File: config.mk
export PLATFORM = sky130hd
export DESIGN_NAME = fetch_sequencer
export DESIGN_NICKNAME = d
export VERILOG_FILES = /design/src/rtl/fetch_seq_pkg.sv /design/src/rtl/fetch_seq_ctl.sv /design/src/rtl/fetch_seq_dp.sv /design/src/rtl/fetch_sequencer.sv
export SDC_FILE = /design/constraint.sdc
export NUM_CORES = 1
export LEC_CHECK = 0
export ABC_AREA = 1
export BUFFER_PORTS_ARGS = -buffer_cell sky130_fd_sc_hd__buf_2
export CAP_MARGIN = 40
export CORE_MARGIN = 2
export CORE_UTILIZATION = 48
export DETAILED_ROUTE_END_ITERATION = 6
export GPL_TIMING_DRIVEN = 1
export PLACE_DENSITY = 0.76
export RECOVER_POWER = 100
export SLEW_MARGIN = 10
export SYNTH_ARGS = -nofsm -noshare
export SYNTH_HDL_FRONTEND = slang
export SYNTH_SLANG_ARGS = --single-unit
File: constraint.sdc
create_clock -name clk -period 1.51 [get_ports clk]
set_clock_uncertainty 0.15 [all_clocks]
set_input_delay 0.151 -clock clk [delete_from_list [all_inputs] [get_ports clk]]
set_output_delay 0.151 -clock clk [all_outputs]
set_load 0.01 [all_outputs]
File: src/rtl/fetch_seq_pkg.sv
package fetch_seq_pkg;

  // Strobes from the flow control to the address datapath
  typedef struct packed {
    logic loadTarget;  // next fetch comes from the literal target
    logic loadReturn;  // next fetch comes from the stack top
    logic push;        // push the return address
    logic pop;         // pop the stack
    logic squash;      // current slot is cancelled
  } seqStrobe_t;

endpackage

File: src/rtl/fetch_seq_ctl.sv
module fetch_seq_ctl
  import fetch_seq_pkg::*;
(
  input  logic       clk,
  input  logic       rst,
  input  logic       jumpReq,
  input  logic       callReq,
  input  logic       retReq,
  input  logic       skipReq,
  output seqStrobe_t strb
);

  logic squashQ;
  logic live;
  logic taken;

  // Requests only count in a slot holding a real instruction
  assign live  = !squashQ;
  assign taken = live && (jumpReq || callReq || retReq || skipReq);

  always_comb begin
    strb            = '0;
    strb.squash     = squashQ;
    strb.push       = live && callReq;
    strb.loadTarget = live && (callReq || jumpReq);
    strb.loadReturn = live && retReq && !callReq && !jumpReq;
    strb.pop        = strb.loadReturn;
  end

  // Reset cancels the first slot, and so does every taken request
  always_ff @(posedge clk) begin
    if (rst) squashQ <= 1'b1;
    else     squashQ <= taken;
  end

  p_one_bubble_r10: assert property (@(posedge clk) disable iff (rst)
    squashQ |=> !squashQ);

  p_taken_squash_r7: assert property (@(posedge clk) disable iff (rst)
    (!squashQ && (jumpReq || callReq || retReq || skipReq)) |=> squashQ);

  p_masked_r8: assert property (@(posedge clk) disable iff (rst)
    squashQ |-> !(strb.push || strb.loadTarget || strb.loadReturn));

  p_priority_r9: assert property (@(posedge clk) disable iff (rst)
    (strb.loadReturn || strb.push) |-> !(strb.loadReturn && strb.push));

endmodule

File: src/rtl/fetch_seq_dp.sv
module fetch_seq_dp
  import fetch_seq_pkg::*;
#(
  parameter int ADDR_W      = 11,
  parameter int INSTR_W     = 12,
  parameter int STACK_DEPTH = 2
) (
  input  logic               clk,
  input  logic               rst,
  input  seqStrobe_t         strb,
  input  logic [ADDR_W-1:0]  target,
  input  logic [INSTR_W-1:0] pmData,
  output logic [ADDR_W-1:0]  pmAddr,
  output logic [INSTR_W-1:0] instr
);

  localparam logic [ADDR_W-1:0]  LAST_ADDR = '1;
  localparam logic [ADDR_W-1:0]  ONE       = ADDR_W'(1);
  localparam logic [INSTR_W-1:0] NOP_WORD  = '0;

  // pc is the address of the slot now executing, or of the squashed slot
  logic [ADDR_W-1:0] pc;
  logic [ADDR_W-1:0] pcInc;
  logic [STACK_DEPTH-1:0][ADDR_W-1:0] stk;

  assign pcInc  = pc + ONE;
  assign pmAddr = pcInc;

  // A load parks pc one below the destination, so the next sequential fetch
  // lands on it
  always_ff @(posedge clk) begin
    if (rst)                  pc <= LAST_ADDR;
    else if (strb.loadTarget) pc <= target - ONE;
    else if (strb.loadReturn) pc <= stk[0] - ONE;
    else                      pc <= pcInc;
  end

  generate
    if (STACK_DEPTH >= 2) begin : g_deep
      always_ff @(posedge clk) begin
        if (rst) begin
          stk <= '0;
        end else if (strb.push) begin
          for (int i = STACK_DEPTH - 1; i > 0; i--) stk[i] <= stk[i-1];
          stk[0] <= pcInc;
        end else if (strb.pop) begin
          for (int i = 0; i < STACK_DEPTH - 1; i++) stk[i] <= stk[i+1];
        end
      end

      p_drop_oldest_r6: assert property (@(posedge clk) disable iff (rst)
        strb.push |=> stk[STACK_DEPTH-1] == $past(stk[STACK_DEPTH-2]));

      p_pop_shift_r5: assert property (@(posedge clk) disable iff (rst)
        strb.pop |=> stk[0] == $past(stk[1]));
    end else begin : g_single
      always_ff @(posedge clk) begin
        if (rst)            stk <= '0;
        else if (strb.push) stk[0] <= pcInc;
      end
    end
  endgenerate

  assign instr = strb.squash ? NOP_WORD : pmData;

  p_sequential_r2: assert property (@(posedge clk) disable iff (rst)
    (!strb.loadTarget && !strb.loadReturn) |=> pmAddr == $past(pmAddr) + ONE);

  p_jump_target_r3: assert property (@(posedge clk) disable iff (rst)
    strb.loadTarget |=> pmAddr == $past(target));

  p_push_link_r4: assert property (@(posedge clk) disable iff (rst)
    strb.push |=> stk[0] == $past(pmAddr));

  p_return_addr_r5: assert property (@(posedge clk) disable iff (rst)
    strb.loadReturn |=> pmAddr == $past(stk[0]));

endmodule

File: src/rtl/fetch_sequencer.sv
module fetch_sequencer
  import fetch_seq_pkg::*;
#(
  parameter int ADDR_W      = 11,
  parameter int INSTR_W     = 12,
  parameter int STACK_DEPTH = 2
) (
  input  logic               clk,
  input  logic               rst,
  input  logic               jumpReq,
  input  logic               callReq,
  input  logic               retReq,
  input  logic               skipReq,
  input  logic [ADDR_W-1:0]  target,
  input  logic [INSTR_W-1:0] pmData,
  output logic [ADDR_W-1:0]  pmAddr,
  output logic [INSTR_W-1:0] instr,
  output logic               squash
);

  seqStrobe_t strb;

  fetch_seq_ctl i_ctl (
    .clk     (clk),
    .rst     (rst),
    .jumpReq (jumpReq),
    .callReq (callReq),
    .retReq  (retReq),
    .skipReq (skipReq),
    .strb    (strb)
  );

  fetch_seq_dp #(
    .ADDR_W      (ADDR_W),
    .INSTR_W     (INSTR_W),
    .STACK_DEPTH (STACK_DEPTH)
  ) i_dp (
    .clk    (clk),
    .rst    (rst),
    .strb   (strb),
    .target (target),
    .pmData (pmData),
    .pmAddr (pmAddr),
    .instr  (instr)
  );

  assign squash = strb.squash;

endmodule

# Word level (Yosys, flattened, before mapping)
# Cells that the tools add are included.
# totals
ff_bits	34
wordCells	25
# classes
addsub	3
n_mux	5
n_reduce_logical	13
# op_table
operator	n
11-bit two-way mux	4
11-bit by 1-bit subtractor with 11-bit output (second input constant)	2
12-bit two-way mux	1
11-bit by 1-bit adder with 11-bit output (second input constant)	1
1-bit logical AND	6
1-bit zero test	3
1-bit logical OR	3
2-bit nonzero test	1

# Depth between registers and ports, before layout
# Gate-level depths: netlist of the first run.
# logic_depth
ltp_word	6
ltp_mapped	11
depth_no_buf	11

# By module
# From an unflattened synthesis of the first run, not the netlist that was laid out.
# hier_totals
hier_cells	365
area_unflattened_um2	2207.1
# modules_own_cells
module	instances	cells_per_inst	area_each_um2
fetch_seq_dp	1	350	2122.0
fetch_seq_ctl	1	15	85.1

# Least setup slack after synthesis of the first run
# OpenSTA, ideal clock, no wires.
# synth_timing
path_type	flip-flop to flip-flop
start	register i_dp.pc[0]
end	register i_dp.stk[8] (netlist name)
setup_time_ps	125
t_arrival_ps	1221
slack_ps	13
path_stages_with_launch	9
synth_period_minus_slack_ps	1497
cell_sequence	dfxtp_1 > ha_1 > nand2_1 > nor2_4 > nand2_1 > nand2_1 > nand2_1 > a21oi_2 > nor2_2
# synth_via
elab_chain_len	2
# synth_rtl
element	line_no	rtl
start: declaration	fetch_seq_dp.sv:22	logic [ADDR_W-1:0] pc;
start signal: assignment	fetch_seq_dp.sv:33	else if (strb.loadTarget) pc <= target - ONE;
start signal: assignment	fetch_seq_dp.sv:34	else if (strb.loadReturn) pc <= stk[0] - ONE;
start signal: assignment	fetch_seq_dp.sv:35	else pc <= pcInc;
11-bit by 1-bit adder with 11-bit output	fetch_seq_dp.sv:26	assign pcInc = pc + ONE;
named net pmAddr[8]	fetch_sequencer.sv:16	output logic [ADDR_W-1:0] pmAddr,
11-bit two-way mux	fetch_seq_dp.sv:43	end else if (strb.push) begin
end: declaration	fetch_seq_dp.sv:24	logic [STACK_DEPTH-1:0][ADDR_W-1:0] stk;
# The timed path passes the listed nets, and every way through them passes these cells.
# A chain may end at the register's enable or synchronous reset.

# Final worst setup path of the first run
# layout_timing
start	register i_dp.pc[0]
end	output pmAddr[9]
# layout_via
elab_chain_len	1
# layout_rtl
element	line_no
11-bit by 1-bit adder with 11-bit output	fetch_seq_dp.sv:26
end: declaration	fetch_sequencer.sv:16
# Every way passes these cells.

==> impl_metrics.env, run 1 <==
export IMPL_status="finished with violations"
export IMPL_violations="negative setup slack"
export IMPL_comb_power_share=0.458
export IMPL_slew_viol_final=0
export IMPL_cts_htree_levels=2
export IMPL_hold_slack_ns=0.05081
export IMPL_ys_seq_area_frac=0.3141
export IMPL_grtUsageTotal=0.2579
export IMPL_hpwlAfterDp_um=4443
export IMPL_n_antenna_cell=0
export IMPL_cap_viol_max_count=0
export IMPL_cp_top_family="simple AND/OR/NAND/NOR gates"
export IMPL_clkPwrFrac=0.211
export IMPL_clk_pin_slew_ns=0.07
export IMPL_die_x_um=71.19
export IMPL_routed_wirelength_um=6401
export IMPL_grt_overflow=0
export IMPL_port_buffers=52
export IMPL_rows=24
export IMPL_synth_area_mm2=0.002167
export IMPL_cts_tree="yes"
export IMPL_crit_cells=6
export IMPL_path_max_fanout=4
export IMPL_hold_viol=0
export IMPL_crit_path_start="i_dp.pc[0]$_SDFF_PP1_"
export IMPL_io_pins=53
export IMPL_drive_gt1_frac=0.3256
export IMPL_period_share=1.163
export IMPL_die_h_um=71.19
export IMPL_start_util=0.4977
export IMPL_synth_cells=347
export IMPL_cts_buffer_depth=2
export IMPL_ys_ff_latch=34
export IMPL_vias=2483
export IMPL_worst_slew_pin_slew_ns=0.2688
export IMPL_gp_congestion=0.9080
export IMPL_p_leak_nw=1.440
export IMPL_fin_nets=461
export IMPL_synth_cell_type_count=36
export IMPL_endpoint_kind="primary output"
export IMPL_reg2reg_slack_ns=-0.08
export IMPL_cts_root_buffer="clkbuf_8"
export IMPL_layout_setup_ws_ns=-0.2464
export IMPL_drc_errors=0
export IMPL_max_freq_mhz=569.4
export IMPL_dr_pass1_iters=4
export IMPL_worstSetupPathType="register to primary output"
export IMPL_synth_area_leaders="dfxtp_1 (31%), nand2_1 (16%), nor2_1 (8.7%), nand3_1 (7.9%), inv_1 (7.6%)"
export IMPL_reg2regPathDepth=7
export IMPL_synth_area_per_cell_um2=6.245
export IMPL_ant_nets=0
export IMPL_p_int_mw=2.053
export IMPL_critPathSlowestCell="dfxtp_4"
export IMPL_setup_viol=19
export IMPL_power_mw=3.357
export IMPL_cts_buffers_inserted=5
export IMPL_rr_endpoint="i_dp.pc[4]$_SDFF_PP1_"
export IMPL_powerDensity_mw_per_mm2=1145
export IMPL_grt_max_degree=21
export IMPL_min_path_type="primary input to register"
export IMPL_drtIter0Drc=202
export IMPL_synth_edff_count=0
export IMPL_critPathRequiredTime_ns=1.21
export IMPL_start_kind="register"
export IMPL_cts_sinks=34
export IMPL_crit_chain="buf_4 -> nand3_4 -> nor2_4 -> nand3b_1 -> nand2_2 -> buf_6"
export IMPL_regToRegStartpoint="i_dp.pc[1]$_SDFF_PP1_"
export IMPL_synth_nets=379
export IMPL_grt_pass1_wl_um=10410
export IMPL_routedWlPerCell_um=13.28
export IMPL_via_per_inst=5.151
export IMPL_crit_end="pmAddr[9]"
export IMPL_netSwitchingPower_mw=1.304
export IMPL_grt_pass1_vias=2364
export IMPL_syn_to_final_growth_pct=35.28
export IMPL_rsz0062_at_grt="yes"
export IMPL_relSlewSlack=0.8197
export IMPL_crit_arrival_ns=1.46
export IMPL_worst_path_buf_inv=2
export IMPL_clkLatencyLatePin_ns=0.29
export IMPL_die_area_mm2=0.005068
export IMPL_layout_min_cycle_time_ns=1.756
export IMPL_antenna_found_initial=0
export IMPL_p_seq_frac=0.330
export IMPL_synth_top_area_share=0.3141
export IMPL_peakVddDrop_mv=0.5081
export IMPL_max_stage_delay_ns=0.37
export IMPL_synth_main_ff_cell="dfxtp_1"
export IMPL_core_area_mm2=0.004354
export IMPL_ys_warn_count=0
export IMPL_synthArstFlopShare=0
export IMPL_switching_share=0.3883
export IMPL_yosys_area_top_type="dfxtp_1"
==> worst reg2reg max path: cells and delay by family (launching register included) <==
| family | cells | cell delay, ns |
|---|---|---|
| buffers and inverters | 2 | 0.28 |
| AO/OA/AOI/OAI | 1 | 0.11 |
| flip-flops | 1 | 0.37 |
| adder cells (fa/ha/maj) | 1 | 0.16 |
| AND/OR/NAND/NOR | 2 | 0.25 |
| XOR/XNOR | 1 | 0.17 |
==> power by group through the flow <==
stage               Sequential, mW  Combinational (mW)  Clock, mW
finish                        1.11                1.54      0.709
global route                  1.12                1.69      0.751
CTS                           1.09                1.38      0.715
detailed placement            1.09                1.16          0
global placement              1.09                1.15          0
floorplan                     1.08               0.763          0
==> metrics by stage <==
stage                     TNS (ns)  worst slack [ns]  std cells    util  area [um2]
after floorplan                  0           0.01337        347       -        2167
after global placement           0          0.003118        460  0.5908        2572
after detailed placement   -0.1160          -0.04990        460  0.5908        2572
after CTS                   -1.289           -0.1771        477  0.6511        2835
after global routing        -4.473           -0.3029        482  0.6733        2932
final                       -1.885           -0.2464        482  0.6733        2932
==> how the worst min path moves through the flow <==
stage / from / endpoint / cells after the start / slack (ns)
2_1_floorplan: skipReq / i_ctl.squashQ$_SDFF_PP1_ / 2 / 0.15
3_3_place_gp: skipReq / i_ctl.squashQ$_SDFF_PP1_ / 3 / 0.24
3_5_place_dp: skipReq / i_ctl.squashQ$_SDFF_PP1_ / 3 / 0.26
4_1_cts: rst / i_dp.stk[11]$_SDFFE_PP0P_ / 2 / 0.05
5_1_grt: rst / i_dp.stk[1]$_SDFFE_PP0P_ / 2 / 0.05
6_report: rst / i_dp.stk[1]$_SDFFE_PP0P_ / 2 / 0.05
==> Yosys cell counts, types with 2 or more instances <==
cell type and number:
nand2_1 91, nor2_1 50, inv_1 44, dfxtp_1 34
nand3_1 34, a21oi_1 24, o21ai_0 8, o22ai_1 7
nor2_2 5, clkbuf_1 4, o21ai_1 4, xor2_1 4
ha_1 3, inv_2 3, nand2_4 3, nor3_1 3
a31oi_1 2, buf_2 2, buf_4 2, buf_6 2
nand3b_1 2, xnor2_1 2
==> logic make-up after synthesis <==
| logic type | synth area share |
|---|---|
| buf+inv | 0.1149 |
| fa+ha+maj | 0.01732 |
| simple gates | 0.3903 |
| compound gates | 0.1316 |
| xor+xnor | 0.03176 |
| flops | 0.3141 |
==> routing by layer <==
metal / routed length [um] / track usage / up-vias
met5: 0 / 0 / -
met4: 171 / 0.08595 / 0
met3: 445 / 0.03704 / 18
met2: 3098 / 0.4424 / 97
met1: 2685 / 0.3316 / 1102
li1: - / - / 1266
==> registers in the layout, indices dropped and copies added (netlist names) <==
name / flops
i_ctl.squashQ: 1
i_dp.pc: 11
i_dp.stk: 22
==> final cells by class <==
class                      instances  area (um2)
clock buffer                       7       86.33
clock inverter                     1       5.005
fill                             365        1423
inverter                          49       188.9
multi-input combinational        254        1365
sequential                        34       694.4
tap                               52       65.06
timing repair buffer              84       519.2
timing repair inverter             1       7.507
==> cell usage in the layout, fill, tap and decap left out, types with 2 or more instances in the layout <==
master and count:
nand2_1 79, nor2_1 43, inv_1 42, buf_2 34, nand3_1 31, dfxtp_1 27, buf_4 27, a21oi_1 22
nand2_2 13, nor2_2 9, clkbuf_1 9, clkbuf_2 8, o22ai_1 7, o21ai_0 7, clkbuf_8 6, o21ai_1 5
dfxtp_2 5, buf_6 5, nor2_4 4, inv_2 4, xor2_1 4, nand2_4 3, a21oi_2 3, nand3_4 2
nand3b_1 2, nand3_2 2, clkinvlp_4 2, clkinv_2 2, a31oi_1 2, nor3_1 2, dlygate4sd3_1 2, dfxtp_4 2
==> repair_timing <==
item / 4_1_cts / 5_1_grt
buffers inserted: 7 / 4
endpoints found under the hold margin: 1 / 0
hold buffers: 2 / 0
pin swaps: 9 / 6
cloned: 0 / 1
gates resized for setup: 28 / 27
endpoints found under the setup margin: 11 / 36
Power figures use the tool's default switching activity.
==> run 2, diff against run 1 <==
SYNTH_HIERARCHICAL = 1   (was unset)
==> impl_metrics.env, run 2 <==
export IMPL_status="finished with violations"
export IMPL_core_area_mm2=0.004384
export IMPL_die_x_um=71.81
export IMPL_ys_warn_count=6
export IMPL_synth_most_common_cell="nand2_1"
export IMPL_synth_area_leaders="dfxtp_1 (31%), nand2_1 (17%), inv_1 (8.7%), nor2_1 (8.7%), nand3_1 (7.9%)"
export IMPL_cap_viol_max_count=0
export IMPL_grt_overflow=0
export IMPL_clk_pin_slew_ns=0.07
export IMPL_synth_commonest_cells="nand2_1 (99), inv_1 (51), nor2_1 (51), nand3_1 (35), dfxtp_1 (34)"
export IMPL_gp_congestion=0.9320
export IMPL_fin_nets=474
export IMPL_ant_nets=0
export IMPL_synthArstFlopShare=0
export IMPL_die_h_um=71.81
export IMPL_io_pins=53
export IMPL_endpoint_kind="primary output"
export IMPL_hold_slack_ns=0.01376
export IMPL_worstSetupPathType="register to primary output"
export IMPL_violations="negative setup slack"
export IMPL_synth_edff_count=0
export IMPL_relSlewSlack=0.7655
export IMPL_grt_max_degree=21
export IMPL_synth_main_ff_cell="dfxtp_1"
export IMPL_clkPwrFrac=0.251
export IMPL_drtIter0Drc=238
export IMPL_pre_cts_slack_ns=0.01469
export IMPL_period_share=1.137
export IMPL_final_cell_mix="nand2_1 (85), nor2_1 (49), inv_1 (46)"
export IMPL_synth_area_per_cell_um2=6.047
export IMPL_largest_registers="i_dp/stk (22), i_dp/pc (11), i_ctl/squashQ (1)"
export IMPL_crit_arrival_ns=1.42
export IMPL_fin_setup_tns_ns=-1.515
export IMPL_n_antenna_cell=0
export IMPL_ys_seq_area_frac=0.3084
export IMPL_cts_htree_levels=2
export IMPL_mostFrequentLayoutCell="nand2_1"
export IMPL_slew_viol_final=0
export IMPL_critPathRequiredTime_ns=1.21
export IMPL_start_kind="register"
export IMPL_synth_top_area_share=0.3084
export IMPL_comb_power_share=0.417
export IMPL_max_freq_mhz=582.4
export IMPL_synth_cells=365
export IMPL_cts_tree="yes"
export IMPL_cts_buffer_depth=2
export IMPL_vias=2670
export IMPL_clkLatencyLatePin_ns=0.29
export IMPL_p_int_mw=2.081
export IMPL_multi_input_area_mm2=0.001371
export IMPL_hold_viol=0
export IMPL_largest_reg_flops=22
export IMPL_critPathSlowestCell="dfxtp_4"
export IMPL_path_max_fanout=5
export IMPL_yosys_area_top_type="dfxtp_1"
export IMPL_rows=24
export IMPL_power_mw=3.304
export IMPL_syn_to_final_growth_pct=34.81
export IMPL_switching_share=0.3702
export IMPL_nFillCells=392
export IMPL_die_area_mm2=0.005157
export IMPL_synth_cell_type_count=34
export IMPL_worst_slew_pin_slew_ns=0.3495
export IMPL_max_stage_delay_ns=0.37
export IMPL_grtUsageTotal=0.2421
export IMPL_powerDensity_mw_per_mm2=1111
export IMPL_synth_area_mm2=0.002207
export IMPL_routed_wirelength_um=6439
export IMPL_layout_min_cycle_time_ns=1.717
export IMPL_rsz0062_at_grt="yes"
export IMPL_crit_chain="ha_4 -> nand3_4 -> nor2_4 -> nand2_1 -> nand2_2 -> buf_2"
export IMPL_cp_top_family="simple AND/OR/NAND/NOR gates"
export IMPL_top_register="i_dp/stk"
export IMPL_p_seq_frac=0.332
export IMPL_cts_buffers_inserted=5
export IMPL_worst_path_buf_inv=1
export IMPL_peakVddDrop_mv=0.7914
export IMPL_port_buffers=52
export IMPL_layout_setup_ws_ns=-0.2072
export IMPL_start_util=0.5034
export IMPL_drc_errors=0
export IMPL_cts_sinks=34
export IMPL_grt_pass1_vias=2270
export IMPL_setup_viol=13
export IMPL_grt_pass1_wl_um=9984
export IMPL_regArea_um2=699.4
export IMPL_cts_root_buffer="clkbuf_8"
export IMPL_ys_ff_latch=34
export IMPL_routedWlPerCell_um=13.01
export IMPL_hpwlAfterDp_um=4445
export IMPL_min_path_type="primary input to register"
export IMPL_p_leak_nw=1.465
export IMPL_netSwitchingPower_mw=1.223
export IMPL_antenna_found_initial=0
export IMPL_synth_nets=397
export IMPL_dr_pass1_iters=7
export IMPL_drive_gt1_frac=0.3115
export IMPL_via_per_inst=5.394
run 2: cell count changes after synthesis, moves of 3 or more:
| cell | change |
|---|---|
| a21oi_1 | -4 |
| inv_1 | +7 |
| nand2_1 | +8 |
| nand2_2 | +3 |
| nand2_4 | -3 |
| nor2_2 | -4 |
| nor3_1 | -3 |
| o211ai_1 | +3 |
| o21ai_0 | +8 |
run 2: power groups by stage:
stage	Combinational [mW]	Clock [mW]	Sequential, mW
2_1_floorplan	0.727	0	1.07
3_3_place_gp	1.04	0	1.08
3_5_place_dp	1.06	0	1.08
4_1_cts	1.22	0.831	1.08
5_1_grt	1.50	0.871	1.11
6_report	1.38	0.830	1.10
run 2: cells by family (layout without fill, tap and decap cells):
logic type               after synthesis  count (layout)  share of synthesized area
XOR/XNOR                               5               5                    0.01984
buffers and inverters                 67             145                     0.1230
flip-flops                            34              34                     0.3084
AO/OA/AOI/OAI                         54              54                     0.1366
adder cells (fa/ha/maj)                3               3                    0.01701
AND/OR/NAND/NOR                      202             202                     0.3951
run 2: area by class of cell:
cell class | count | share of cell area
Clock buffer | 5 | 0.02313
Clock inverter | 3 | 0.01346
Inverter | 55 | 0.07065
Multi-Input combinational cell | 264 | 0.4609
Sequential cell | 34 | 0.2351
Tap cell | 52 | 0.02187
Timing Repair Buffer | 82 | 0.1749
run 2: through the flow:
step	cell area, um2	utilization	instances
3_5_place_dp	2590	0.5908	473
5_1_grt	2975	0.6787	495
3_3_place_gp	2590	0.5908	473
4_1_cts	2841	0.6481	489
6_report	2975	0.6787	495
2_1_floorplan	2210	-	365
run 2: repair_timing:
item	CTS	global route
buffers inserted	6	6
endpoints found under the setup margin	11	31
hold endpoints to repair	1	0
hold buffers	2	0
pin swaps	10	20
resized for setup	23	37
run 2: final timing paths:
check,depth (start not counted),start,slack [ns],to
max,6,i_dp/pc[0]$_SDFF_PP1_,-0.21,pmAddr[6]
min,3,rst,0.01,i_dp/pc[9]$_SDFF_PP1_
max reg2reg,7,i_ctl/squashQ$_SDFF_PP1_,-0.06,i_dp/stk[6]$_SDFFE_PP0P_
min reg2reg,2,i_dp/stk[14]$_SDFFE_PP0P_,0.31,i_dp/stk[14]$_SDFFE_PP0P_
run 2: worst reg2reg max path, stage by stage, from the launching register on:
cell      delay (ns)
dfxtp_1         0.36
nor2_1          0.06
clkbuf_2        0.20
inv_2           0.24
nand2_1         0.13
o22ai_2         0.18
inv_1           0.06
a21oi_1         0.13
run 2: routing by layer:
| layer | routed length [um] | vias to the layer above | global-route usage |
|---|---|---|---|
| met5 | 0 | - | 0 |
| met4 | 184 | 0 | 0.07966 |
| met3 | 469 | 25 | 0.04501 |
| met2 | 3178 | 130 | 0.4249 |
| met1 | 2606 | 1209 | 0.2977 |
| li1 | - | 1306 | - |
==> run 3, diff against run 2 <==
ABC_AREA = unset   (was 1)
CORE_ASPECT_RATIO = 2   (was unset)
==> impl_metrics.env, run 3 <==
export IMPL_status="finished with violations"
export IMPL_violations="negative setup slack"
export IMPL_min_path_type="primary input to register"
export IMPL_critPathRequiredTime_ns=1.53
export IMPL_layout_min_cycle_time_ns=2.087
export IMPL_grtUsageTotal=0.3409
export IMPL_ys_seq_area_frac=0.3217
export IMPL_die_area_mm2=0.004987
export IMPL_crit_arrival_ns=2.11
export IMPL_p_leak_nw=1.587
export IMPL_antenna_found_initial=0
export IMPL_layout_setup_ws_ns=-0.5772
export IMPL_critPathSlowestCell="or4b_4"
export IMPL_drive_gt1_frac=0.5627
export IMPL_synth_nets=290
export IMPL_max_freq_mhz=479.1
export IMPL_synthArstFlopShare=0
export IMPL_synth_main_ff_cell="dfxtp_1"
export IMPL_ys_warn_count=6
export IMPL_cts_buffers_inserted=5
export IMPL_period_share=1.382
export IMPL_drtIter0Drc=140
export IMPL_relSlewSlack=0.7376
export IMPL_hold_slack_ns=0.05298
export IMPL_final_cell_mix="buf_4 (61), buf_2 (50), buf_6 (27)"
export IMPL_synth_commonest_cells="dfxtp_1 (34), nor2_1 (25), mux2i_1 (19), nor2b_1 (17), nor3_1 (15)"
export IMPL_worstSetupPathType="register to register"
export IMPL_largest_reg_flops=22
export IMPL_nFillCells=203
export IMPL_peakVddDrop_mv=0.9055
export IMPL_max_stage_delay_ns=0.53
export IMPL_hpwlAfterDp_um=4848
export IMPL_synth_area_per_cell_um2=8.201
export IMPL_slew_viol_final=0
export IMPL_gp_congestion=0.9370
export IMPL_synth_top_area_share=0.3217
export IMPL_core_area_mm2=0.004297
export IMPL_endpoint_kind="register"
export IMPL_cts_htree_levels=2
export IMPL_synth_most_common_cell="dfxtp_1"
export IMPL_yosys_area_top_type="dfxtp_1"
export IMPL_n_antenna_cell=0
export IMPL_rows=34
export IMPL_dr_pass1_iters=5
export IMPL_start_util=0.4924
export IMPL_io_pins=53
export IMPL_vias=2855
export IMPL_cts_sinks=34
export IMPL_mostFrequentLayoutCell="buf_4"
export IMPL_via_per_inst=6.416
export IMPL_fin_nets=422
export IMPL_worst_slew_pin_slew_ns=0.3900
export IMPL_crit_chain="inv_2 -> ha_4 -> or4b_4 -> o21ai_1 -> a31oi_1 -> a221o_1"
export IMPL_die_x_um=50.95
export IMPL_worst_path_buf_inv=1
export IMPL_rsz0062_at_grt="yes"
export IMPL_pre_cts_slack_ns=-0.4738
export IMPL_synth_area_mm2=0.002116
export IMPL_grt_pass1_vias=2735
export IMPL_powerDensity_mw_per_mm2=1006
export IMPL_port_buffers=52
export IMPL_cts_root_buffer="clkbuf_8"
export IMPL_grt_max_degree=17
export IMPL_power_mw=3.739
export IMPL_final_cells=445
export IMPL_synth_cells=258
export IMPL_drc_errors=0
export IMPL_setup_viol=32
export IMPL_cts_tree="yes"
export IMPL_cts_buffer_depth=2
export IMPL_synth_cell_type_count=50
export IMPL_clk_pin_slew_ns=0.07
export IMPL_place_inst=398
export IMPL_cap_viol_max_count=0
export IMPL_grt_pass1_wl_um=12870
export IMPL_largest_registers="i_dp/stk (22), i_dp/pc (11), i_ctl/squashQ (1)"
export IMPL_ant_nets=0
export IMPL_ys_ff_latch=34
export IMPL_cp_top_family="compound AO/OA/AOI/OAI gates"
export IMPL_clkLatencyLatePin_ns=0.29
export IMPL_grt_overflow=0
export IMPL_hold_viol=0
export IMPL_start_kind="register"
export IMPL_die_h_um=97.89
export IMPL_top_register="i_dp/stk"
export IMPL_synth_area_leaders="dfxtp_1 (32%), mux2i_1 (9.0%), nor2b_1 (5.0%), nor2_1 (4.4%), a211oi_1 (4.3%)"
export IMPL_routedWlPerCell_um=22.24
export IMPL_syn_to_final_growth_pct=75.64
export IMPL_path_max_fanout=7
export IMPL_routed_wirelength_um=9898
export IMPL_synth_edff_count=0
-- run 3: logic make-up after synthesis --
family,after synthesis,share of synthesized area
and+or+nand+nor,105,0.2655
AOI/OAI and AO/OA,51,0.1857
buffers and inverters,34,0.06977
DFF,34,0.3217
muxes,19,0.08989
xor gates and xnor gates,12,0.04967
adders and majority gates,3,0.01774
-- run 3: final cells by class --
| class | count | area [um2] | share of cell area |
|---|---|---|---|
| repair buffers | 145 | 1105 | 0.2973 |
| flip-flops and latches | 34 | 695.7 | 0.1872 |
| multi-input cells | 190 | 1683 | 0.4529 |
| inverters | 14 | 55.05 | 0.01481 |
| clock buffers | 8 | 110.1 | 0.02963 |
| well taps | 54 | 67.56 | 0.01818 |
-- run 3: layer usage --
metal,vias to the layer above,track usage,share of wire
met1,1315,0.3661,0.33
met2,242,0.5934,0.51
met3,88,0.05046,0.081
met4,0,0.2204,0.083
met5,-,0,0
li1,1210,-,-
-- run 3: path summary, 6_finish.rpt --
check / startpoint / end / slack [ns] / cells past startpoint
worst max-delay path: i_dp/stk[0]$_SDFFE_PP0P_ / i_dp/pc[8]$_SDFF_PP1_ / -0.58 / 6
worst min-delay path: target[0] / i_dp/pc[0]$_SDFF_PP1_ / 0.05 / 3
worst max register to register: i_dp/stk[0]$_SDFFE_PP0P_ / i_dp/pc[8]$_SDFF_PP1_ / -0.58 / 6
worst min register to register: i_dp/stk[13]$_SDFFE_PP0P_ / i_dp/stk[13]$_SDFFE_PP0P_ / 0.35 / 2
-- run 3: timing repair --
item	in CTS	in global routing
pin swaps	29	19
gates cloned	0	1
gates resized for setup	66	33
endpoints found under the setup margin	30	37
hold endpoints to repair	1	0
buffers inserted	26	14
hold buffers	1	0
-- run 3: metrics by stage --
| stage | util | cell area (um2) | setup TNS, ns |
|---|---|---|---|
| after floorplan | - | 2217 | -1.736 |
| after global placement | 0.6599 | 2835 | -3.490 |
| after detailed placement | 0.6599 | 2835 | -4.394 |
| after CTS | 0.8098 | 3480 | -5.417 |
| after global routing | 0.8649 | 3716 | -10.29 |
| final | 0.8649 | 3716 | -8.543 |
-- run 3: where the power goes --
group / internal (mW) / total, mW / switching [mW]
Sequential: 0.983 / 1.07 / 0.0893
Clock: 0.461 / 0.812 / 0.351
Combinational: 0.904 / 1.85 / 0.950
Total: 2.35 / 3.74 / 1.39
-- run 3: tightest hold or removal path: stages --
cell	delay, ns
buf_2	0.10
buf_4	0.11
o211ai_1	0.09
